<file path="src/rtl/dsd_mute_pkg.sv">
package dsd_mute_pkg;
  localparam int NUM_CH = 2;

  // control -> datapath strobes
  typedef struct packed {
    logic muteOn;      // replace outputs by idle pattern
    logic restartIdle; // first cycle of a new mute: idle starts at 1
  } muteStrobe_t;
endpackage

</file>
<file path="src/rtl/dsd_run_datapath.sv">
module dsd_run_datapath
  import dsd_mute_pkg::*;
#(
  parameter int RUN_LEN = 2048
) (
  input  logic              clk,
  input  logic              rstN,
  input  logic              sampleStb,
  input  logic [NUM_CH-1:0] dsdIn,
  input  muteStrobe_t       strobes,
  output logic [NUM_CH-1:0] dsdOut,
  output logic [NUM_CH-1:0] fullFlag
);
  localparam int CNT_W = $clog2(RUN_LEN + 1);
  localparam logic [CNT_W-1:0] CNT_MAX = CNT_W'(RUN_LEN);

  logic idleBit;

  always_ff @(posedge clk or negedge rstN) begin
    if (!rstN)                    idleBit <= 1'b0;
    else if (strobes.restartIdle) idleBit <= 1'b1;
    else                          idleBit <= ~idleBit;
  end

  for (genvar ch = 0; ch < NUM_CH; ch++) begin : g_chan
    logic [CNT_W-1:0] runCnt;
    logic             prevBit;

    always_ff @(posedge clk or negedge rstN) begin
      if (!rstN) begin
        runCnt  <= '0;
        prevBit <= 1'b0;
      end else if (sampleStb) begin
        prevBit <= dsdIn[ch];
        if (runCnt != '0 && dsdIn[ch] == prevBit) begin
          if (runCnt != CNT_MAX) runCnt <= runCnt + 1'b1;
        end else begin
          runCnt <= CNT_W'(1);
        end
      end
    end

    assign fullFlag[ch] = (runCnt == CNT_MAX);
    assign dsdOut[ch]   = strobes.muteOn ? idleBit : dsdIn[ch];

    AST_CNT_BOUND: assert property (@(posedge clk) disable iff (!rstN)
      runCnt <= CNT_MAX);
    AST_FLAG_NO_STB: assert property (@(posedge clk) disable iff (!rstN)
      !sampleStb |=> $stable(fullFlag[ch]));
    AST_FLAG_SAT: assert property (@(posedge clk) disable iff (!rstN)
      (sampleStb && fullFlag[ch] && dsdIn[ch] == prevBit) |=> fullFlag[ch]);
  end

  AST_IDLE_TOGGLE: assert property (@(posedge clk) disable iff (!rstN)
    (strobes.muteOn && !strobes.restartIdle) |=> (idleBit != $past(idleBit)) || strobes.restartIdle);
endmodule

</file>
<file path="src/rtl/dsd_mute_ctrl.sv">
module dsd_mute_ctrl
  import dsd_mute_pkg::*;
(
  input  logic              clk,
  input  logic              rstN,
  input  logic [NUM_CH-1:0] fullFlag,
  input  logic              muteEn,
  input  logic              holdMode,
  input  logic              relWrite,
  output muteStrobe_t       strobes
);
  logic muted;
  logic anyFlag;
  logic releaseNow;
  logic enterNow;

  assign anyFlag    = |fullFlag;
  assign releaseNow = holdMode ? relWrite : !anyFlag;
  assign enterNow   = muteEn && !muted && anyFlag;

  always_ff @(posedge clk or negedge rstN) begin
    if (!rstN)                 muted <= 1'b0;
    else if (!muteEn)          muted <= 1'b0;
    else if (muted)            muted <= !releaseNow;
    else if (anyFlag)          muted <= 1'b1;
  end

  logic enteredLast;
  always_ff @(posedge clk or negedge rstN) begin
    if (!rstN) enteredLast <= 1'b0;
    else       enteredLast <= enterNow;
  end

  assign strobes.muteOn      = muted;
  assign strobes.restartIdle = enterNow;

  AST_OFF_WHEN_DISABLED: assert property (@(posedge clk) disable iff (!rstN)
    !muteEn |=> !muted);
  AST_ENTER_ON_FLAG: assert property (@(posedge clk) disable iff (!rstN)
    (muteEn && anyFlag && !(holdMode && relWrite)) |=> muted);
  AST_AUTO_RETURN: assert property (@(posedge clk) disable iff (!rstN)
    (muteEn && !holdMode && muted && !anyFlag) |=> !muted);
  AST_HOLD_KEEP: assert property (@(posedge clk) disable iff (!rstN)
    (muteEn && holdMode && muted && !relWrite) |=> muted);
  AST_HOLD_RELEASE: assert property (@(posedge clk) disable iff (!rstN)
    (muteEn && holdMode && muted && relWrite) |=> !muted);
  AST_MUTE_AFTER_ENTRY: assert property (@(posedge clk) disable iff (!rstN)
    enteredLast |-> muted || !$past(muteEn));
endmodule

</file>
<file path="src/rtl/dsd_stuck_mute.sv">
module dsd_stuck_mute
  import dsd_mute_pkg::*;
#(
  parameter int RUN_LEN = 2048
) (
  input  logic clk,
  input  logic rstN,
  input  logic sampleStb,
  input  logic dsdInL,
  input  logic dsdInR,
  input  logic muteEn,
  input  logic holdMode,
  input  logic relWrite,
  output logic dsdOutL,
  output logic dsdOutR,
  output logic fullFlagL,
  output logic fullFlagR
);
  muteStrobe_t       strobes;
  logic [NUM_CH-1:0] flags;
  logic [NUM_CH-1:0] outBits;

  dsd_run_datapath #(.RUN_LEN(RUN_LEN)) i_datapath (
    .clk       (clk),
    .rstN      (rstN),
    .sampleStb (sampleStb),
    .dsdIn     ({dsdInR, dsdInL}),
    .strobes   (strobes),
    .dsdOut    (outBits),
    .fullFlag  (flags)
  );

  dsd_mute_ctrl i_ctrl (
    .clk      (clk),
    .rstN     (rstN),
    .fullFlag (flags),
    .muteEn   (muteEn),
    .holdMode (holdMode),
    .relWrite (relWrite),
    .strobes  (strobes)
  );

  assign dsdOutL   = outBits[0];
  assign dsdOutR   = outBits[1];
  assign fullFlagL = flags[0];
  assign fullFlagR = flags[1];

  AST_MUTE_SAME_OUT: assert property (@(posedge clk) disable iff (!rstN)
    strobes.muteOn |-> dsdOutL == dsdOutR);
endmodule

</file>
<file path="config.mk">
export PLATFORM = sky130hd
export DESIGN_NAME = dsd_stuck_mute
export DESIGN_NICKNAME = d
export VERILOG_FILES = /design/src/rtl/dsd_mute_pkg.sv /design/src/rtl/dsd_run_datapath.sv /design/src/rtl/dsd_mute_ctrl.sv /design/src/rtl/dsd_stuck_mute.sv
export SDC_FILE = /design/constraint.sdc
export NUM_CORES = 1
export LEC_CHECK = 0
export BUFFER_PORTS_ARGS = -buffer_cell sky130_fd_sc_hd__buf_2
export CORE_ASPECT_RATIO = 1.25
export CORE_MARGIN = 3
export CORE_UTILIZATION = 41
export CTS_CLUSTER_SIZE = 8
export DETAILED_ROUTE_END_ITERATION = 8
export SLEW_MARGIN = 10
export SYNTH_ARGS = -nofsm -noshare
export SYNTH_HDL_FRONTEND = slang
export SYNTH_SLANG_ARGS = --single-unit
</file>
<file path="constraint.sdc">
create_clock -name clk -period 2.35 [get_ports clk]
set_clock_uncertainty 0.2 [all_clocks]
set_input_delay 0.235 -clock clk [delete_from_list [all_inputs] [get_ports clk]]
set_output_delay 0.235 -clock clk [all_outputs]
set_load 0.05 [all_outputs]
</file>
After elaboration in Yosys (flattened, before gate mapping)
Cells that the tools add are included.
{ "totals": {"register_bits": 28, "input_bits": 8, "output_inout_bits": 4, "wordCells": 40} }
{ "classes": {"n_addsub": 2, "eq_ne": 8, "mux": 11, "bitwise_logic": 1, "n_reduce_logical": 12} }
{ "op_table": {"columns": ["operator", "n"], "rows": [
  ["2-to-1 mux 12 bit", 4],
  ["adder 12 x 1 -> 12 bit, second input constant", 2],
  ["== test 12 bit, second input constant", 2],
  ["inequality test 12 bit, second input constant", 2],
  ["nonzero test 12 bit", 2],
  ["2-to-1 mux 1 bit", 7],
  ["logical AND 1 bit", 4],
  ["inequality test 2 bit, second input constant", 2],
  ["AND reduction 2 bit", 2],
  ["zero test 1 bit", 3],
  ["== test 1 bit", 2],
  ["OR reduction 2 bit", 1],
  ["inverter 1 bit", 1]
]} }

Logic depth before layout (Yosys ltp)
{ "logic_depth": {"word_depth": 7, "mapped_depth": 7, "depth_no_buf": 6} }

By module
Synthesis repeated with hierarchy kept, for this count alone.
{ "hier_totals": {"hier_cells": 175, "hier_area_um2": 1686.6} }
{ "by_module_without_submodules": {"columns": ["module", "n_inst", "cells_each", "area_per_inst_um2", "seq_area_each_um2"], "rows": [
  ["dsd_run_datapath", 1, 167, 1615.3, 675.6],
  ["dsd_mute_ctrl", 1, 8, 71.3, 25.0]
]} }

Worst setup path before layout
No wires, ideal clock.
{ "synth_path": {"path_kind": "reg-to-output", "from": "register i_datapath.g_chan[0].runCnt[0]", "to": "output port fullFlagL", "arrival_ps": 2221, "t_required_ps": 1915, "path_slack_ps": -306, "stages_incl_launch_ff": 7, "path_buffers": 1, "path_cell_list": "dfrtp_1 inv_1 ha_1 or4b_4 or3_1 buf_6 nor2_1"} }
{ "synth_between": {"elab_chain_cells": 1} }
{ "synth_lines": {"columns": ["item", "line", "rtl"], "rows": [
  ["start, declared", "dsd_run_datapath.sv:26", "logic [CNT_W-1:0] runCnt;"],
  ["start signal, assigned", "dsd_run_datapath.sv:36", "if (runCnt != CNT_MAX) runCnt <= runCnt + 1'b1;"],
  ["== test 12 bit", "dsd_run_datapath.sv:43", "assign fullFlag[ch] = (runCnt == CNT_MAX);"],
  ["end, declared", "dsd_stuck_mute.sv:16", "output logic fullFlagL,"]
]} }
No other way between the ends.

Final worst setup path
{ "layout_path": {"from": "register i_datapath.g_chan[0].runCnt[8]", "to": "output port fullFlagL"} }
Same word-level chain as after synthesis.

==> summary.md <==
| Metric | Value |
|---|---|
| Hold Path Class | `in -> reg` |
| Routed WL | `approximately 4000 um` |
| Vias in the first global route | `1515` |
| CTS H-tree depth | `1` |
| Residual DRC count | `0` |
| CP Max Fanout | `5` |
| Net Count, Synth | `198` |
| Failing checks | `setup timing` |
| Required @ worst endpoint | `1.91 ns` |
| CP Class | `reg -> out` |
| Critical-path top delay cell | `or4_4` |
| Fmax | `roughly 0.42 GHz` |
| Clock Latency Late Sink | `between 0.2 and 0.3 ns` |
| Post-Syn Area | `between 0.0015 and 0.002 mm2` |
| Final hold violation count | `0` |
| Static leakage | `0.881 nW` |
| Clock-pin slew on the worst setup and hold paths | `0.10 ns` |
| Final RePlAce weighted congestion | `slightly below 0.9` |
| Period utilization | `102%` |
| Initial Utilization | `44.2%` |
| Area growth syn-to-layout | `16.6%` |
| Hold worst-path end | `i_ctrl.muted` |
| Post-synthesis sequential area ratio | `40.6%` |
| Layout cells sized above 1 | `21.5%` |
| Worst Hold Depth | `4` |
| Tmin final | `2.40 ns` |
| Post-Syn Instances | `roughly 190` |
| Post-synthesis register bit count | `28` |
| Vias | `about 1500` |
| Top cells by area, synth | `dfrtp_1 (41%), nand2_1 (3.7%), o21ai_0 (3.5%)` |
| Worst slack at placement | `0.113 ns` |
| Root buf cell | `clkbuf_8` |
| Port Buf Inserts | `11` |
| Maximum VDD drop | `around 0.47 mV` |
| Initial antenna violation count | `0` |
| Aggregate global-route resource usage | `17.4%` |
| Ys Warns | `0` |
| RR Endpoint | `i_datapath.g_chan[0].runCnt[8]` |
| CP Launch Point | `i_datapath.g_chan[0].runCnt[8]` |
| Critical R2R Launch | `i_datapath.g_chan[0].runCnt[0]` |
| Avg Cell Area, Syn | `a little over 9 um2` |
| Pwr Density | `around 850 mW/mm2` |
| Total CTS buffers | `3` |
| Largest net degree at the start of global routing | `29` |
| Design Power | `approximately 0.0017 W` |
| Worst-path cell chain | `or4_4 -> or3_4 -> nor2_4 -> buf_8` |
| Die ar. | `0.00503 mm2` |
| Post-DP Area | `0.00190 mm2` |
| TritonCTS clock tree | `done` |
| Post-synth EDFFs | `0` |
| Yosys top cell area share | `between 40% and 50%` |
| Top cell type by total area after synthesis | `dfrtp_1` |
| Startpoint Class | `flip-flop` |
| Top FF cell, synth | `dfrtp_1` |
| Clock buffer depth | `2` |
| Worst R2R Path Depth | `8` |
| R2r setup slk | `0.13 ns` |
| DR pass1 iterations | `4` |
| FFs w/ async S/R, synth | `100%` |
| Final Setup Violations | `1` |
| Hpwl dp | `2960 um` |
| Hold wc startpoint | `relWrite` |
| Via density | `5.82` |
| I/O pin total | `12` |
| DRT antenna net count | `0` |
| Initial drt markers | `roughly 100` |
| Fin nets | `between 200 and 250` |
| Yosys cell types | `between 40 and 50` |
| Horiz. Die Dim | `64.1 um` |
| Status | `finished, violations left` |
| Grt ovf | `0` |
| Setup TNS | `-0.0504 ns` |
| Max incr delay on CP | `around 0.57 ns` |
| CORE AREA | `a little under 0.004 mm2` |
| Worst relative slew slack | `57.3%` |
| Row cnt | `25` |
| Final setup margin | `-0.0504 ns` |
| Die height | `roughly 79 um` |
| Setup crit end kind | `output port` |
| RSZ-0062 raised after global routing | `true` |
| Final slew viol count | `0` |
| Data arrival, critical path | `1.97 ns` |
| Worst-margin pin slew | `0.640 ns` |
| # diodes | `0` |
| # clock sinks | `28` |
| Final Cell Area | `approximately 0.002 mm2` |
| First-pass GRT wire length | `about 7000 um` |
| DR WL/cell | `~15 um` |
| Maxcap violations | `0` |
[final cells by class]
type,instances,area [um2]
Tap cell,54,67.6
Multi-Input combinational cell,139,955
Timing Repair Buffer,27,195
Inverter,11,41.3
Sequential cell,28,701
Clock buffer,4,55.1
Fill cell,358,1900
[layout by cell type (no fill, tap or decap), types with 3 or more instances in the layout]
cell type	instances
buf_4	13
o31ai_1	4
dlygate4sd3_1	3
nand3_1	11
inv_1	10
clkbuf_8	4
nand2_1	17
buf_2	9
o21ai_0	12
a31oi_1	5
a211o_1	3
and3_1	4
nor2_1	4
dfrtp_1	28
nand4_1	6
and2_1	4
a22o_1	4
or2_2	3
a21oi_1	5
ha_1	4
nor4_1	4
nor2b_1	3
nor3_1	8
mux2_2	3
[power breakdown]
| group | leakage [nW] | total, W | internal, W | switching (W) |
|---|---|---|---|---|
| Combinational | 0.479 | 0.000718 | 0.000339 | 0.000379 |
| Sequential | 0.373 | 0.000682 | 0.000574 | 0.000108 |
| Clock | 0.0288 | 0.000306 | 0.000150 | 0.000155 |
| Total | 0.881 | 0.00171 | 0.00106 | 0.000642 |
[sequential cells by signal (all words and copies together) (netlist names)]
signal                     cells
i_datapath.g_chan.runCnt      24
i_datapath.g_chan.prevBit      2
i_ctrl.muted                   1
i_datapath.idleBit             1
[synth_stat cells, drive strengths merged, types with 3 or more instances]
| cell | count |
|---|---|
| dfrtp | 28 |
| nand2 | 17 |
| o21ai | 13 |
| nand3 | 11 |
| inv | 10 |
| nor3 | 8 |
| clkbuf | 6 |
| nand4 | 6 |
| a21oi | 5 |
| a22o | 5 |
| a31oi | 5 |
| nor2 | 5 |
| and2 | 4 |
| and3 | 4 |
| and4 | 4 |
| ha | 4 |
| nor4 | 4 |
| o31ai | 4 |
| a211o | 3 |
| mux2 | 3 |
| nor2b | 3 |
| o41ai | 3 |
| or2 | 3 |
| or4 | 3 |
[worst max-delay path by stage]
stage	slack, ns	to	cells after the start
after CTS	-0.07	fullFlagL	6
after floorplan	0.08	fullFlagL	6
after global placement	0.13	fullFlagL	6
after global routing	-0.11	fullFlagL	6
after detailed placement	0.11	fullFlagL	6
final	-0.05	fullFlagL	4
[per-layer routing]
layer / up-vias / GRT usage (%) / wire length, um
met1: 747 / 19.5 / 1650
met3: 4 / 2.58 / 126
li1: 748 / - / -
met4: 0 / 5.62 / 38
met5: - / 0 / 0
met2: 32 / 33.0 / 2220
[kinds of logic (layout without fill, tap and decap cells)]
logic type | Yosys count | after routing | synth area share [%]
compound gates | 46 | 46 | 20.0
xor+xnor | 3 | 3 | 1.52
fa+ha+maj | 4 | 4 | 2.90
buf+inv | 19 | 42 | 5.00
flops | 28 | 28 | 40.6
mux | 5 | 5 | 3.11
simple gates | 81 | 81 | 26.9
[worst max-delay path: cells and delay by family (launching register included)]
kind / cells / cell delay (ns)
DFF: 1 / 0.44
buffers and inverters: 1 / 0.15
and+or+nand+nor: 3 / 1.11
[per-stage QoR]
step	hold WS, ns	util, %	std cells
finish	0.00263	51.5	263
global route	0.0176	51.5	263
CTS	0.00679	51.3	263
detailed placement	0.0965	48.7	255
global placement	0.0944	48.7	255
floorplan	-0.261	-	186
[repair_timing]
item                                   4_1_cts  5_1_grt
pin swaps                                    1        2
resized for setup                            3        3
setup endpoints to repair                    1        4
hold buffers                                 3        0
buffers inserted                             1        0
endpoints found under the hold margin       29        0
Power figures use the tool's default switching activity.
